$ cat src/rtl/fdm_pkg.sv
// Shared definitions for the mixed-width dependency matrix.
// Assumes unit ids place all 32-bit units below all 8-bit units.
package fdm_pkg;
    typedef enum logic {
        CLS_W32 = 1'b0,
        CLS_W8  = 1'b1
    } fu_class_e;

    // Width class of a unit id, given the 32-bit unit count.
    function automatic fu_class_e fu_class(input int id, input int n_w32);
        return (id < n_w32) ? CLS_W32 : CLS_W8;
    endfunction
endpackage

$ cat src/rtl/fdm_dep_row.sv
// One consumer row of the matrix: a bit per producer unit.
// Loads a masked producer vector on issue (or clears on wipe),
// otherwise drops the columns of completing producers.
// Assumes set_vec already has pair bits removed by the decoder.
module fdm_dep_row #(
    parameter int NUM_FU = 8,
    parameter int ROW    = 0
) (
    input  logic              clk,
    input  logic              rst_n,
    input  logic              set_en,
    input  logic              wipe,
    input  logic [NUM_FU-1:0] set_vec,
    input  logic [NUM_FU-1:0] done_i,
    output logic [NUM_FU-1:0] row_q
);
    localparam logic [NUM_FU-1:0] SELF = NUM_FU'(1) << ROW;

    // Row update: reset, reload on issue, else clear completed columns.
    always_ff @(posedge clk) begin
        if (!rst_n)
            row_q <= '0;
        else if (set_en)
            row_q <= wipe ? '0 : (set_vec & ~done_i & ~SELF);
        else
            row_q <= row_q & ~done_i;
    end


    col_clear_chk: assert property (@(posedge clk) disable iff (!rst_n)
        ((|done_i) && !set_en) |=> ((row_q & $past(done_i)) == '0));


    done_wins_chk: assert property (@(posedge clk) disable iff (!rst_n)
        (set_en && !wipe && ((set_vec & done_i) != '0))
            |=> ((row_q & $past(done_i)) == '0));
endmodule

$ cat src/rtl/fdm_issue_dec.sv
// Decodes one issue event into per-row load strobes, the shared
// producer vector, gang set/clear strobes and the refusal flag.
// Assumes NUM_W32 is even; ids >= NUM_FU are refused.
module fdm_issue_dec
    import fdm_pkg::*;
#(
    parameter int NUM_W32 = 4,
    parameter int NUM_FU  = 8,
    parameter int IDW     = 3,
    parameter int NPAIR   = 2
) (
    input  logic              iss_vld,
    input  logic [IDW-1:0]    iss_fu,
    input  logic              iss_wide,
    input  logic [NUM_FU-1:0] iss_prod,
    output logic [NUM_FU-1:0] row_set,
    output logic [NUM_FU-1:0] row_wipe,
    output logic [NUM_FU-1:0] row_vec,
    output logic [NPAIR-1:0]  pair_set,
    output logic [NPAIR-1:0]  pair_clr,
    output logic              iss_rej
);
    int  fu_id;
    logic bad_id, bad_wide, acc;
    logic [NUM_FU-1:0] self_mask, hi_mask;

    // Refusal and acceptance of the current issue.
    always_comb begin
        fu_id    = int'(iss_fu);
        bad_id   = fu_id >= NUM_FU;
        bad_wide = iss_wide && (iss_fu[0] || fu_class(fu_id, NUM_W32) != CLS_W32);
        iss_rej  = iss_vld && (bad_id || bad_wide);
        acc      = iss_vld && !iss_rej;
    end

    // Producer vector with the target unit(s) masked out.
    always_comb begin
        self_mask = NUM_FU'(1) << iss_fu;
        hi_mask   = iss_wide ? (self_mask << 1) : '0;
        row_vec   = iss_prod & ~self_mask & ~hi_mask;
    end

    for (genvar i = 0; i < NUM_FU; i++) begin : g_rows
        // Row i loads when it is the target or the upper half of a wide target.
        always_comb begin
            row_wipe[i] = iss_wide && (fu_id + 1 == i);
            row_set[i]  = acc && ((fu_id == i) || row_wipe[i]);
        end
    end

    for (genvar k = 0; k < NPAIR; k++) begin : g_pairs
        // Gang strobes: wide issue to the lower unit sets, narrow to either clears.
        always_comb begin
            pair_set[k] = acc && iss_wide && (fu_id == 2 * k);
            pair_clr[k] = acc && !iss_wide && ((fu_id >> 1) == k);
        end
    end
endmodule

$ cat src/rtl/fdm_pair_ctl.sv
// Holds one gang flag per even/odd pair of 32-bit units.
// Assumes set and clear strobes are never raised together.
module fdm_pair_ctl #(
    parameter int NPAIR = 2
) (
    input  logic             clk,
    input  logic             rst_n,
    input  logic [NPAIR-1:0] pair_set,
    input  logic [NPAIR-1:0] pair_clr,
    output logic [NPAIR-1:0] pair_q
);
    // Gang flag update.
    always_ff @(posedge clk) begin
        if (!rst_n)
            pair_q <= '0;
        else
            pair_q <= (pair_q | pair_set) & ~pair_clr;
    end


    gang_drop_chk: assert property (@(posedge clk) disable iff (!rst_n)
        (|pair_clr) |=> ((pair_q & $past(pair_clr)) == '0));


    gang_make_chk: assert property (@(posedge clk) disable iff (!rst_n)
        (|pair_set) |=> ((pair_q & $past(pair_set)) == $past(pair_set)));
endmodule

$ cat src/rtl/fu_dep_matrix.sv
// Unit-to-unit dependency matrix for a scoreboard mixing 32-bit and
// 8-bit units, with 64-bit operations ganged on even/odd 32-bit pairs.
// Assumes done_i are single-cycle pulses and ids 0..N_W32-1 are 32-bit.
module fu_dep_matrix #(
    parameter int N_W32 = 4,
    parameter int N_W8  = 4,
    localparam int NUM_FU = N_W32 + N_W8,
    localparam int IDW    = $clog2(NUM_FU),
    localparam int NPAIR  = N_W32 / 2
) (
    input  logic              clk,
    input  logic              rst_n,
    input  logic              iss_vld,
    input  logic [IDW-1:0]    iss_fu,
    input  logic              iss_wide,
    input  logic [NUM_FU-1:0] iss_prod,
    input  logic [NUM_FU-1:0] done_i,
    output logic [NUM_FU-1:0] ready_o,
    output logic              iss_rej_o
);
    logic [NUM_FU-1:0] row_set, row_wipe, row_vec;
    logic [NPAIR-1:0]  pair_set, pair_clr, pair_q;
    logic [NUM_FU-1:0] rows [NUM_FU];

    fdm_issue_dec #(
        .NUM_W32(N_W32), .NUM_FU(NUM_FU), .IDW(IDW), .NPAIR(NPAIR)
    ) u_dec (
        .iss_vld(iss_vld), .iss_fu(iss_fu), .iss_wide(iss_wide),
        .iss_prod(iss_prod), .row_set(row_set), .row_wipe(row_wipe),
        .row_vec(row_vec), .pair_set(pair_set), .pair_clr(pair_clr),
        .iss_rej(iss_rej_o)
    );

    fdm_pair_ctl #(.NPAIR(NPAIR)) u_pair (
        .clk(clk), .rst_n(rst_n), .pair_set(pair_set),
        .pair_clr(pair_clr), .pair_q(pair_q)
    );

    for (genvar i = 0; i < NUM_FU; i++) begin : g_row
        fdm_dep_row #(.NUM_FU(NUM_FU), .ROW(i)) u_row (
            .clk(clk), .rst_n(rst_n), .set_en(row_set[i]),
            .wipe(row_wipe[i]), .set_vec(row_vec), .done_i(done_i),
            .row_q(rows[i])
        );
        if (i < N_W32) begin : g_w32
            // Ready of a 32-bit unit: own row empty, and partner's too when ganged.
            assign ready_o[i] = ~|rows[i] & (~pair_q[i / 2] | ~|rows[i ^ 1]);
        end else begin : g_w8
            // Ready of an 8-bit unit: own row empty.
            assign ready_o[i] = ~|rows[i];
        end
    end

    logic [NUM_FU-1:0] need_mask;
    // Producers an issue still waits on after self and completion removal (for checks).
    always_comb need_mask = iss_prod & ~done_i & ~(NUM_FU'(1) << iss_fu);


    reset_ready_chk: assert property (@(posedge clk)
        !rst_n |=> (ready_o == '1));


    iss_block_chk: assert property (@(posedge clk) disable iff (!rst_n)
        (iss_vld && !iss_rej_o && !iss_wide && (need_mask != '0))
            |=> !ready_o[$past(iss_fu)]);


    wide_block_chk: assert property (@(posedge clk) disable iff (!rst_n)
        (iss_vld && !iss_rej_o && iss_wide
            && ((need_mask & ~(NUM_FU'(2) << iss_fu)) != '0))
            |=> (!ready_o[$past(iss_fu)] && !ready_o[$past(iss_fu) + 1'b1]));


    rej_hold_chk: assert property (@(posedge clk) disable iff (!rst_n)
        (iss_rej_o && (done_i == '0)) |=> $stable(ready_o));
endmodule

$ cat config.mk
export PLATFORM = sky130hd
export DESIGN_NAME = fu_dep_matrix
export DESIGN_NICKNAME = d
export VERILOG_FILES = /design/src/rtl/fdm_pkg.sv /design/src/rtl/fdm_dep_row.sv /design/src/rtl/fdm_issue_dec.sv /design/src/rtl/fdm_pair_ctl.sv /design/src/rtl/fu_dep_matrix.sv
export SDC_FILE = /design/constraint.sdc
export NUM_CORES = 1
export LEC_CHECK = 0
export BUFFER_PORTS_ARGS = -buffer_cell sky130_fd_sc_hd__buf_2
export CAP_MARGIN = 10
export CORE_ASPECT_RATIO = 1.25
export CORE_MARGIN = 1
export CORE_UTILIZATION = 60
export CTS_CLUSTER_DIAMETER = 30
export DETAILED_ROUTE_END_ITERATION = 7
export PLACE_DENSITY = 0.82
export SLEW_MARGIN = 40
export SYNTH_ARGS = -nofsm -noshare
export SYNTH_HDL_FRONTEND = slang
export SYNTH_HIERARCHICAL = 1
export SYNTH_SLANG_ARGS = --single-unit
$ cat constraint.sdc
create_clock -name clk -period 3.3 [get_ports clk]
set_input_delay 0.825 -clock clk [delete_from_list [all_inputs] [get_ports clk]]
set_output_delay 0.825 -clock clk [all_outputs]
set_load 0.05 [all_outputs]
## Word level (Yosys, flattened, before mapping)

Index checks and enable logic that the tools add are counted.

| storage, ports and cells | value |
|---|---|
| bits in registers | 66 |
| latch bits | 0 |
| memory bits (writable) | 0 |
| bits in read-only memories | 0 |
| input port bits | 23 |
| memories kept | 0 |

| operators by class | value |
|---|---|
| add/subtract/negate cells | 1 |
| multiply operators | 0 |
| div/mod/pow operators | 0 |
| $lt $le $gt $ge | 1 |
| eq/ne operators | 15 |
| shift-type cells | 1 |
| multiplexer cells | 18 |
| bitwise operators | 27 |
| reduce and logical (&&, ||, !) cells | 55 |

Operators with widths:

| cell | number |
|---|---|
| $eq A32 B4 Y1 const B | 4 |
| $mux W8 | 16 |
| $logic_not A32 Y1 | 3 |
| $and A8 B8 Y8 | 11 |
| $eq A32 B3 Y1 const B | 2 |
| $reduce_or A8 Y1 | 8 |
| $eq A32 B2 Y1 const B | 1 |
| $logic_and A1 B1 Y1 | 25 |
| $not A8 Y8 | 3 |
| $eq A3 B3 Y1 const B | 4 |
| $logic_not A1 Y1 | 10 |
| $logic_or A1 B1 Y1 | 9 |
| $shl A1 B3 Y8 const A | 1 |
| $mux W7 | 1 |
| $eq A3 B2 Y1 const B | 2 |
| $add A3 B1 Y4 const B | 1 |
| $and A1 B1 Y1 | 4 |
| $or A1 B1 Y1 | 4 |
| $eq A3 B1 Y1 const B | 1 |
| $lt A3 B3 Y1 const B | 1 |
| $and A2 B2 Y2 | 1 |
| $eq A2 B2 Y1 const B | 1 |
| $not A1 Y1 | 2 |
| $not A2 Y2 | 1 |
| other kinds (2) | 2 |

## Depth between registers and ports, before layout

Gate-level depths: netlist of the first run.

| depth | value |
|---|---|
| depth in word-level cells | 11 |
| gate-level depth with buffers | 9 |

## Cells and area by module

Netlist of the first run, hierarchy kept.

By module, submodules not included:

| module | times used | cells an instance | area each (um2) | seq. area each (um2) |
|---|---|---|---|---|
| fdm_dep_row (g_row[0].u_row ...) | 5 | 38 | 366.6 | 160.2 |
| fdm_dep_row (g_row[4].u_row ...) | 3 | 38 | 380.4 | 160.2 |
| fdm_issue_dec | 1 | 61 | 421.7 | 0.0 |
| fu_dep_matrix | 1 | 28 | 160.2 | 0.0 |
| fdm_pair_ctl | 1 | 6 | 72.6 | 40.0 |

## Worst setup path after synthesis of the first run

No wires, ideal clock.

| timing path | value |
|---|---|
| path type | input port to flip-flop |
| from | in iss_fu[1] |
| to | reg g_row[5].u_row.row_q[5] |
| setup time | 0.117 ns |
| arrival time | 2.790 ns |
| slack | 0.392 ns |
| stages on the path | 8 |
| cell sequence | buf_2 -> buf_2 -> and2_1 -> ha_1 -> or4b_4 -> a211oi_2 -> buf_6 -> and4bb_2 |

| between the ends | value |
|---|---|
| word-level cells in the longest chain between the ends | 9 |
| elaborated cells on any way between the ends | 14 |

RTL lines:

| element | RTL line | text |
|---|---|---|
| from (decl) | fu_dep_matrix.sv:14 | `input logic [IDW-1:0] iss_fu,` |
| branches (longest 7 deep; another with $add A3 B1 Y4) | - |  |
| $logic_and A1 B1 Y1 * | fdm_issue_dec.sv:47 | `row_set[i] = acc && ((fu_id == i) \|\| row_wipe[i]);` |
| named net row_set[5] | fu_dep_matrix.sv:21 | `logic [NUM_FU-1:0] row_set, row_wipe, row_vec;` |
| $mux W8 * | fdm_dep_row.sv:23 | `else if (set_en)` |
| to (signal assigned) | fdm_dep_row.sv:24 | `row_q <= wipe ? '0 : (set_vec & ~done_i & ~SELF);` |
| to (signal assigned) | fdm_dep_row.sv:26 | `row_q <= row_q & ~done_i;` |
| to (decl) | fdm_dep_row.sv:15 | `output logic [NUM_FU-1:0] row_q` |

Mark *: on every way through the listed nets, which the timed path passes.
A chain may end at the register's enable or synchronous reset.

## Worst setup path after layout of the first run

| timing path | value |
|---|---|
| from | in iss_wide |
| to | out iss_rej_o |

| between the ends | value |
|---|---|
| word-level cells in the longest chain between the ends | 2 |

RTL lines:

| element | RTL line | text |
|---|---|---|
| from (decl) | fu_dep_matrix.sv:15 | `input logic iss_wide,` |
| $logic_and A1 B1 Y1 | fdm_issue_dec.sv:31 | `bad_wide = iss_wide && (iss_fu[0] \|\| fu_class(fu_id, NUM_W32) != CLS_W32);` |
| $logic_and A1 B1 Y1 | fdm_issue_dec.sv:32 | `iss_rej = iss_vld && (bad_id \|\| bad_wide);` |
| to (decl) | fu_dep_matrix.sv:19 | `output logic iss_rej_o` |

No other way between the ends.

==> impl_metrics.env, run 1 <==
export IMPL_antenna_found_initial=0
export IMPL_port_buffers=31
export IMPL_syn_nets=424
export IMPL_hold_depth=2
export IMPL_area_growth_pct=9.17
export IMPL_routed_via_count=3012
export IMPL_num_rows=31
export IMPL_cts_buffers=9
export IMPL_status="finished, final reports clean"
export IMPL_worst_ir_drop_vdd_v=0.000340
export IMPL_initial_utilization_pct=62.4
export IMPL_timing_final_crit_period_ns=2.60
export IMPL_path_cells="buf_2, o21ai_1, nor2_1, buf_2"
export IMPL_syn_area_per_cell_um2=9.09
export IMPL_setup_tns_after_final_layout_ns=0
export IMPL_critPathSlowestCell="sky130_fd_sc_hd__buf_2"
export IMPL_tritoncts="yes"
export IMPL_final_hold_viols=0
export IMPL_synth_area_leaders="sky130_fd_sc_hd__dfxtp_1 (36%), sky130_fd_sc_hd__nand2b_1 (12%), sky130_fd_sc_hd__nand3b_1 (12%), sky130_fd_sc_hd__or2b_1 (9.5%), sky130_fd_sc_hd__a21oi_1 (6.6%)"
export IMPL_number_of_instances_resized_during_post_cts_repair=0
export IMPL_via_per_inst=6.01
export IMPL_grt_first_pass_wirelength_um=14100
export IMPL_achievable_frequency_ghz=0.385
export IMPL_postLayoutCellArea_um2=3960
export IMPL_synthesis_instances=399
export IMPL_synth_top_flop_cell="sky130_fd_sc_hd__dfxtp_1"
export IMPL_layout_cells_most_common_list="sky130_fd_sc_hd__nand2b_1 (72), sky130_fd_sc_hd__dfxtp_1 (66), sky130_fd_sc_hd__nand3b_1 (58)"
export IMPL_cp_required_ns=2.47
export IMPL_drt_drc_violations_left=0
export IMPL_regToRegStartpoint="g_row[0].u_row/row_q[0]"
export IMPL_cp_data_arrival_time_ns=1.77
export IMPL_start_kind="input pin"
export IMPL_grt_pass1_vias=2775
export IMPL_worst_r2r_setup_slack_ns=2.62
export IMPL_fin_skew_ns=0
export IMPL_placed_cell_area_um2=3780
export IMPL_grt_use_total_pct=30.1
export IMPL_yosysWarningCount=6
export IMPL_yosys_area_top_type_share_pct=36.4
export IMPL_drt_total_wl_um=9140
export IMPL_reg2reg_to="g_row[0].u_row/row_q[0]"
export IMPL_synth_seq_area_share_pct=36.4
export IMPL_hold_buffers=0
export IMPL_floorplan_io_pins=32
export IMPL_syn_cell_area_um2=3630
export IMPL_worst_path_largest_cell_delay_ns=0.29
export IMPL_die_w_um=71.6
export IMPL_drv_slew=0
export IMPL_antenna_left=0
export IMPL_cp_common_cell="sky130_fd_sc_hd__buf_2"
export IMPL_synth_edff_count=0
export IMPL_fp_dieArea_um2=6360
export IMPL_maxCapViolCount=0
export IMPL_final_common_cell="sky130_fd_sc_hd__nand2b_1"
export IMPL_detailedPlacementHpwl_um=5850
export IMPL_post_route_cells_drive_above_1_share_pct=17.0
export IMPL_area_of_the_core_um2=5820
export IMPL_relSlewSlack_pct=44.1
export IMPL_place_congestion=0.878
export IMPL_layout_filler_cells=500
export IMPL_worstHoldEndpoint="g_row[7].u_row/row_q[2]"
export IMPL_avgRoutedWirePerCell_um=18.2
export IMPL_timing_setup_critical_path_class="input pin to output pin"
export IMPL_critical_path_top_delay_family="buffers and inverters"
export IMPL_hold_path_startpoint="g_row[7].u_row/row_q[2]"
export IMPL_chipHeight_um=88.9
export IMPL_asyncSetResetFlopFracSynth_pct=0
export IMPL_clock_insertion_delay_worst_skew_ns=0.35
export IMPL_drt_iter0_drc=221
export IMPL_cts_setup_buffers=0
export IMPL_worst_slew_pin_transition_ns=0.832
export IMPL_ys_types=33
export IMPL_critical_path_buf_inv_count=2
export IMPL_clock_path_buffers=2
export IMPL_layout_worst_path_cycle_share_pct=78.8
export IMPL_setup_violations_final=0
export IMPL_yosys_register_bits=66
export IMPL_power_per_cell_area_nw_per_um2=413
export IMPL_clk_tree_root_cell="sky130_fd_sc_hd__clkbuf_8"
export IMPL_crit_path_max_fanout=18
export IMPL_clkSlewWorstSetupHoldPaths_ns=0.07
export IMPL_rr_worst_depth=1
export IMPL_clkSinkCount=66
export IMPL_total_leakage_power_uw=0.00141
export IMPL_nNetsFinal=457
export IMPL_cts_htree_levels=3
export IMPL_unrepaired_setup_endpoints_after_global_routing="no"
export IMPL_worstSetupEndpointType="output pin"
export IMPL_number_of_search_and_repair_iterations_in_the_first_detailed_routing_pass=4
export IMPL_biggest_area_consumer_among_synthesized_cells="sky130_fd_sc_hd__dfxtp_1"
export IMPL_grt_max_degree=67
export IMPL_antennaDiodeCount=0
export IMPL_worst_hold_path_type="flop to flop"
export IMPL_grt_overflow_total=0
## sequential cells by signal, indices dropped and copies added, names as in the netlist
| name | flops |
|---|---|
| g_row.u_row/row_q | 64 |
| u_pair/pair_q | 2 |
## worst max-delay path by stage
stage	startpoint	end	slack [ns]	depth (start not counted)
final	iss_wide	iss_rej_o	0.70	4
after CTS	iss_wide	iss_rej_o	0.74	4
after global routing	iss_wide	iss_rej_o	0.64	4
after detailed placement	iss_fu[2]	g_row[5].u_row/row_q[5]	0.44	7
after global placement	iss_fu[2]	g_row[5].u_row/row_q[5]	0.48	7
after floorplan	iss_fu[1]	g_row[5].u_row/row_q[5]	0.39	8
## layer usage
| metal | wire length, um | GRT usage, % |
|---|---|---|
| met1 | 4080 | 39.3 |
| met2 | 4390 | 48.1 |
| met3 | 530 | 6.76 |
| met4 | 140 | 13.4 |
| met5 | 0 | 0 |
## where the power goes
part	internal (uW)	total [uW]	switching (uW)
Clock	324	623	298
Combinational	75.9	209	133
Sequential	801	804	2.90
Total	1200	1640	435
## worst min-delay path, delay by kind of cell, from the launching register on
kind | cells | cell delay (ns)
simple gates | 1 | 0.06
flops | 1 | 0.31
compound gates | 1 | 0.05
## cell usage after synthesis (2+ instances only)
master,number
sky130_fd_sc_hd__a21oi_1,48
sky130_fd_sc_hd__a21oi_2,12
sky130_fd_sc_hd__and4bb_2,9
sky130_fd_sc_hd__buf_2,5
sky130_fd_sc_hd__buf_6,8
sky130_fd_sc_hd__dfxtp_1,66
sky130_fd_sc_hd__ha_1,2
sky130_fd_sc_hd__inv_1,5
sky130_fd_sc_hd__nand2_1,8
sky130_fd_sc_hd__nand2b_1,72
sky130_fd_sc_hd__nand3b_1,58
sky130_fd_sc_hd__nor2_1,15
sky130_fd_sc_hd__nor3_1,2
sky130_fd_sc_hd__nor3b_1,3
sky130_fd_sc_hd__nor3b_2,2
sky130_fd_sc_hd__nor4_1,8
sky130_fd_sc_hd__o211a_1,5
sky130_fd_sc_hd__o221a_1,2
sky130_fd_sc_hd__o31a_1,3
sky130_fd_sc_hd__or2b_1,46
sky130_fd_sc_hd__or4_1,8
## logic make-up after synthesis
logic type | after synthesis | synth area share (%)
flip-flops | 66 | 36.4
AO/OA/AOI/OAI | 74 | 13.2
adder cells (fa/ha/maj) | 2 | 0.690
buffers and inverters | 18 | 3.69
AND/OR/NAND/NOR | 239 | 46.0
## stage by stage
stage | utilization [%] | hold slack, ns | cells | setup WS, ns | total power (uW)
global route | 68.1 | 0.469 | 501 | 0.639 | 1690
global placement | 65.0 | 0.446 | 487 | 0.484 | 1020
floorplan | - | 0.435 | 399 | 0.392 | 954
detailed placement | 65.0 | 0.450 | 487 | 0.437 | 1030
finish | 68.1 | 0.460 | 501 | 0.701 | 1640
CTS | 68.1 | 0.462 | 501 | 0.742 | 1640
## area by class of cell
type	instances	area, um^2	share of cell area, %
multi-input cells	315	2170	54.9
flip-flops and latches	66	1320	33.4
repair buffers	35	188	4.74
clock buffers	12	165	4.17
well taps	66	82.6	2.08
inverters	5	18.8	0.474
clock inverters	2	12.5	0.316
(Power assumes the default switching activity.)
==> inputs of run 2 (changes only) <==
==> constraint.sdc (replaced) <==
create_clock -name clk -period 2.7 [get_ports clk]
set_input_delay 0.675 -clock clk [delete_from_list [all_inputs] [get_ports clk]]
set_output_delay 0.675 -clock clk [all_outputs]
set_load 0.05 [all_outputs]
==> impl_metrics.env, run 2 (same netlist as run 1, synthesis figures left out) <==
export IMPL_floorplan_io_pins=32
export IMPL_relSlewSlack_pct=65.2
export IMPL_setup_tns_after_final_layout_ns=0
export IMPL_largest_register="g_row.u_row/row_q"
export IMPL_routed_via_count=3105
export IMPL_drt_iter0_drc=269
export IMPL_nNetsFinal=465
export IMPL_antennaDiodeCount=0
export IMPL_grt_overflow_total=0
export IMPL_place_worst_setup_slack_ns=0.0480
export IMPL_clock_insertion_delay_worst_skew_ns=0.34
export IMPL_timing_setup_critical_path_class="input pin to flop"
export IMPL_initial_utilization_pct=62.4
export IMPL_final_common_cell="sky130_fd_sc_hd__nand2b_1"
export IMPL_cp_required_ns=2.94
export IMPL_cp_data_arrival_time_ns=2.54
export IMPL_critPathSlowestCell="sky130_fd_sc_hd__or4b_4"
export IMPL_multi_input_comb_area_um2=2190
export IMPL_hold_buffers=0
export IMPL_num_rows=31
export IMPL_detailedPlacementHpwl_um=5880
export IMPL_largest_register_ffs=64
export IMPL_antenna_left=0
export IMPL_timing_final_crit_period_ns=2.30
export IMPL_avgRoutedWirePerCell_um=18.3
export IMPL_layout_cells_most_common_list="sky130_fd_sc_hd__nand2b_1 (72), sky130_fd_sc_hd__dfxtp_1 (66), sky130_fd_sc_hd__nand3b_1 (58)"
export IMPL_path_cells="buf_2, and2_1, ha_4, or4b_4, a211oi_4, and4bb_2"
export IMPL_cts_setup_buffers=0
export IMPL_worst_slew_pin_transition_ns=0.523
export IMPL_number_of_instances_resized_during_post_cts_repair=0
export IMPL_fp_dieArea_um2=6360
export IMPL_fin_skew_ns=0
export IMPL_critical_path_buf_inv_count=1
export IMPL_hold_slack_ns=0.461
export IMPL_place_congestion=0.873
export IMPL_unrepaired_setup_endpoints_after_global_routing="no"
export IMPL_drv_slew=0
export IMPL_setup_ws_ns=0.402
export IMPL_crit_path_max_fanout=15
export IMPL_die_w_um=71.6
export IMPL_seqCellArea_um2=1320
export IMPL_antenna_found_initial=0
export IMPL_port_buffers=31
export IMPL_area_growth_pct=11.7
export IMPL_clk_tree_root_cell="sky130_fd_sc_hd__clkbuf_8"
export IMPL_critical_path_top_delay_family="simple AND/OR/NAND/NOR gates"
export IMPL_drt_total_wl_um=9300
export IMPL_worstSetupEndpointType="flop"
export IMPL_layout_filler_cells=475
export IMPL_clkSinkCount=66
export IMPL_post_route_cells_drive_above_1_share_pct=18.7
export IMPL_power_per_cell_area_nw_per_um2=513
export IMPL_final_hold_viols=0
export IMPL_grt_use_total_pct=31.0
export IMPL_total_leakage_power_uw=0.00146
export IMPL_start_kind="input pin"
export IMPL_grt_pass1_vias=2820
export IMPL_cts_htree_levels=3
export IMPL_layout_worst_path_cycle_share_pct=85.1
export IMPL_grt_max_degree=67
export IMPL_chipHeight_um=88.9
export IMPL_grt_first_pass_wirelength_um=14500
export IMPL_number_of_search_and_repair_iterations_in_the_first_detailed_routing_pass=5
export IMPL_worst_ir_drop_vdd_v=0.000366
export IMPL_drt_drc_violations_left=0
export IMPL_worst_path_largest_cell_delay_ns=0.51
export IMPL_via_per_inst=6.10
export IMPL_cts_buffers=9
export IMPL_status="finished, final reports clean"
export IMPL_worst_hold_path_type="flop to flop"
export IMPL_maxCapViolCount=0
export IMPL_clock_path_buffers=2
export IMPL_clkSlewWorstSetupHoldPaths_ns=0.07
export IMPL_largestRegisters="g_row.u_row/row_q (64), u_pair/pair_q (2)"
export IMPL_tritoncts="yes"
export IMPL_setup_violations_final=0
export IMPL_achievable_frequency_ghz=0.435
export IMPL_area_of_the_core_um2=5820
-- run 2: cell count changes in the layout (fill, tap and decap cells not counted) --
cell and change:
sky130_fd_sc_hd__buf_4 +7, sky130_fd_sc_hd__a211oi_2 -1, sky130_fd_sc_hd__a211oi_4 +1, sky130_fd_sc_hd__buf_2 +1, sky130_fd_sc_hd__bufinv_16 +1, sky130_fd_sc_hd__clkbuf_8 -1, sky130_fd_sc_hd__clkinv_2 +1, sky130_fd_sc_hd__clkinvlp_4 -1
sky130_fd_sc_hd__ha_1 -1, sky130_fd_sc_hd__ha_4 +1
-- run 2: path summary, 6_finish.rpt --
kind,endpoint,startpoint,slack [ns],depth (start not counted)
worst max-delay path,g_row[5].u_row/row_q[5],iss_fu[1],0.40,6
worst min-delay path,g_row[4].u_row/row_q[5],g_row[4].u_row/row_q[5],0.46,2
worst max register to register,g_row[2].u_row/row_q[7],g_row[2].u_row/row_q[7],2.03,2
worst min register to register,g_row[4].u_row/row_q[5],g_row[4].u_row/row_q[5],0.46,2
-- run 2: worst min-delay path: stages, from the launching register on --
cell and delay [ns]:
sky130_fd_sc_hd__dfxtp_1 0.31, sky130_fd_sc_hd__nand2b_1 0.06, sky130_fd_sc_hd__a21oi_1 0.06
-- run 2: metal layers --
| layer | global-route usage [%] | up-vias | wire (um) |
|---|---|---|---|
| li1 | - | 1491 | - |
| met1 | 40.0 | 1466 | 4050 |
| met2 | 48.7 | 112 | 4300 |
| met3 | 6.88 | 36 | 519 |
| met4 | 16.9 | 0 | 432 |
| met5 | 0 | - | 0 |
-- run 2: layout make-up --
cell class | count | share of cell area [%]
timing repair buffer | 43 | 6.05
inverter | 5 | 0.463
clock buffer | 11 | 3.74
clock inverter | 3 | 0.988
multi-input combinational | 315 | 54.1
tap | 66 | 2.04
sequential | 66 | 32.6
-- run 2: where the power goes --
part | total, uW | switching (uW) | internal [uW]
sequential | 983 | 3.65 | 979
clock | 831 | 367 | 463
combinational | 265 | 164 | 101
-- run 2: per-stage QoR --
step | cell area (um^2) | utilization, % | power, uW | instances
after CTS | 4050 | 69.7 | 2080 | 509
after global placement | 3860 | 66.4 | 1260 | 495
after global routing | 4050 | 69.7 | 2170 | 509
final | 4050 | 69.7 | 2080 | 509
after floorplan | 3650 | - | 1170 | 399
after detailed placement | 3860 | 66.4 | 1260 | 495
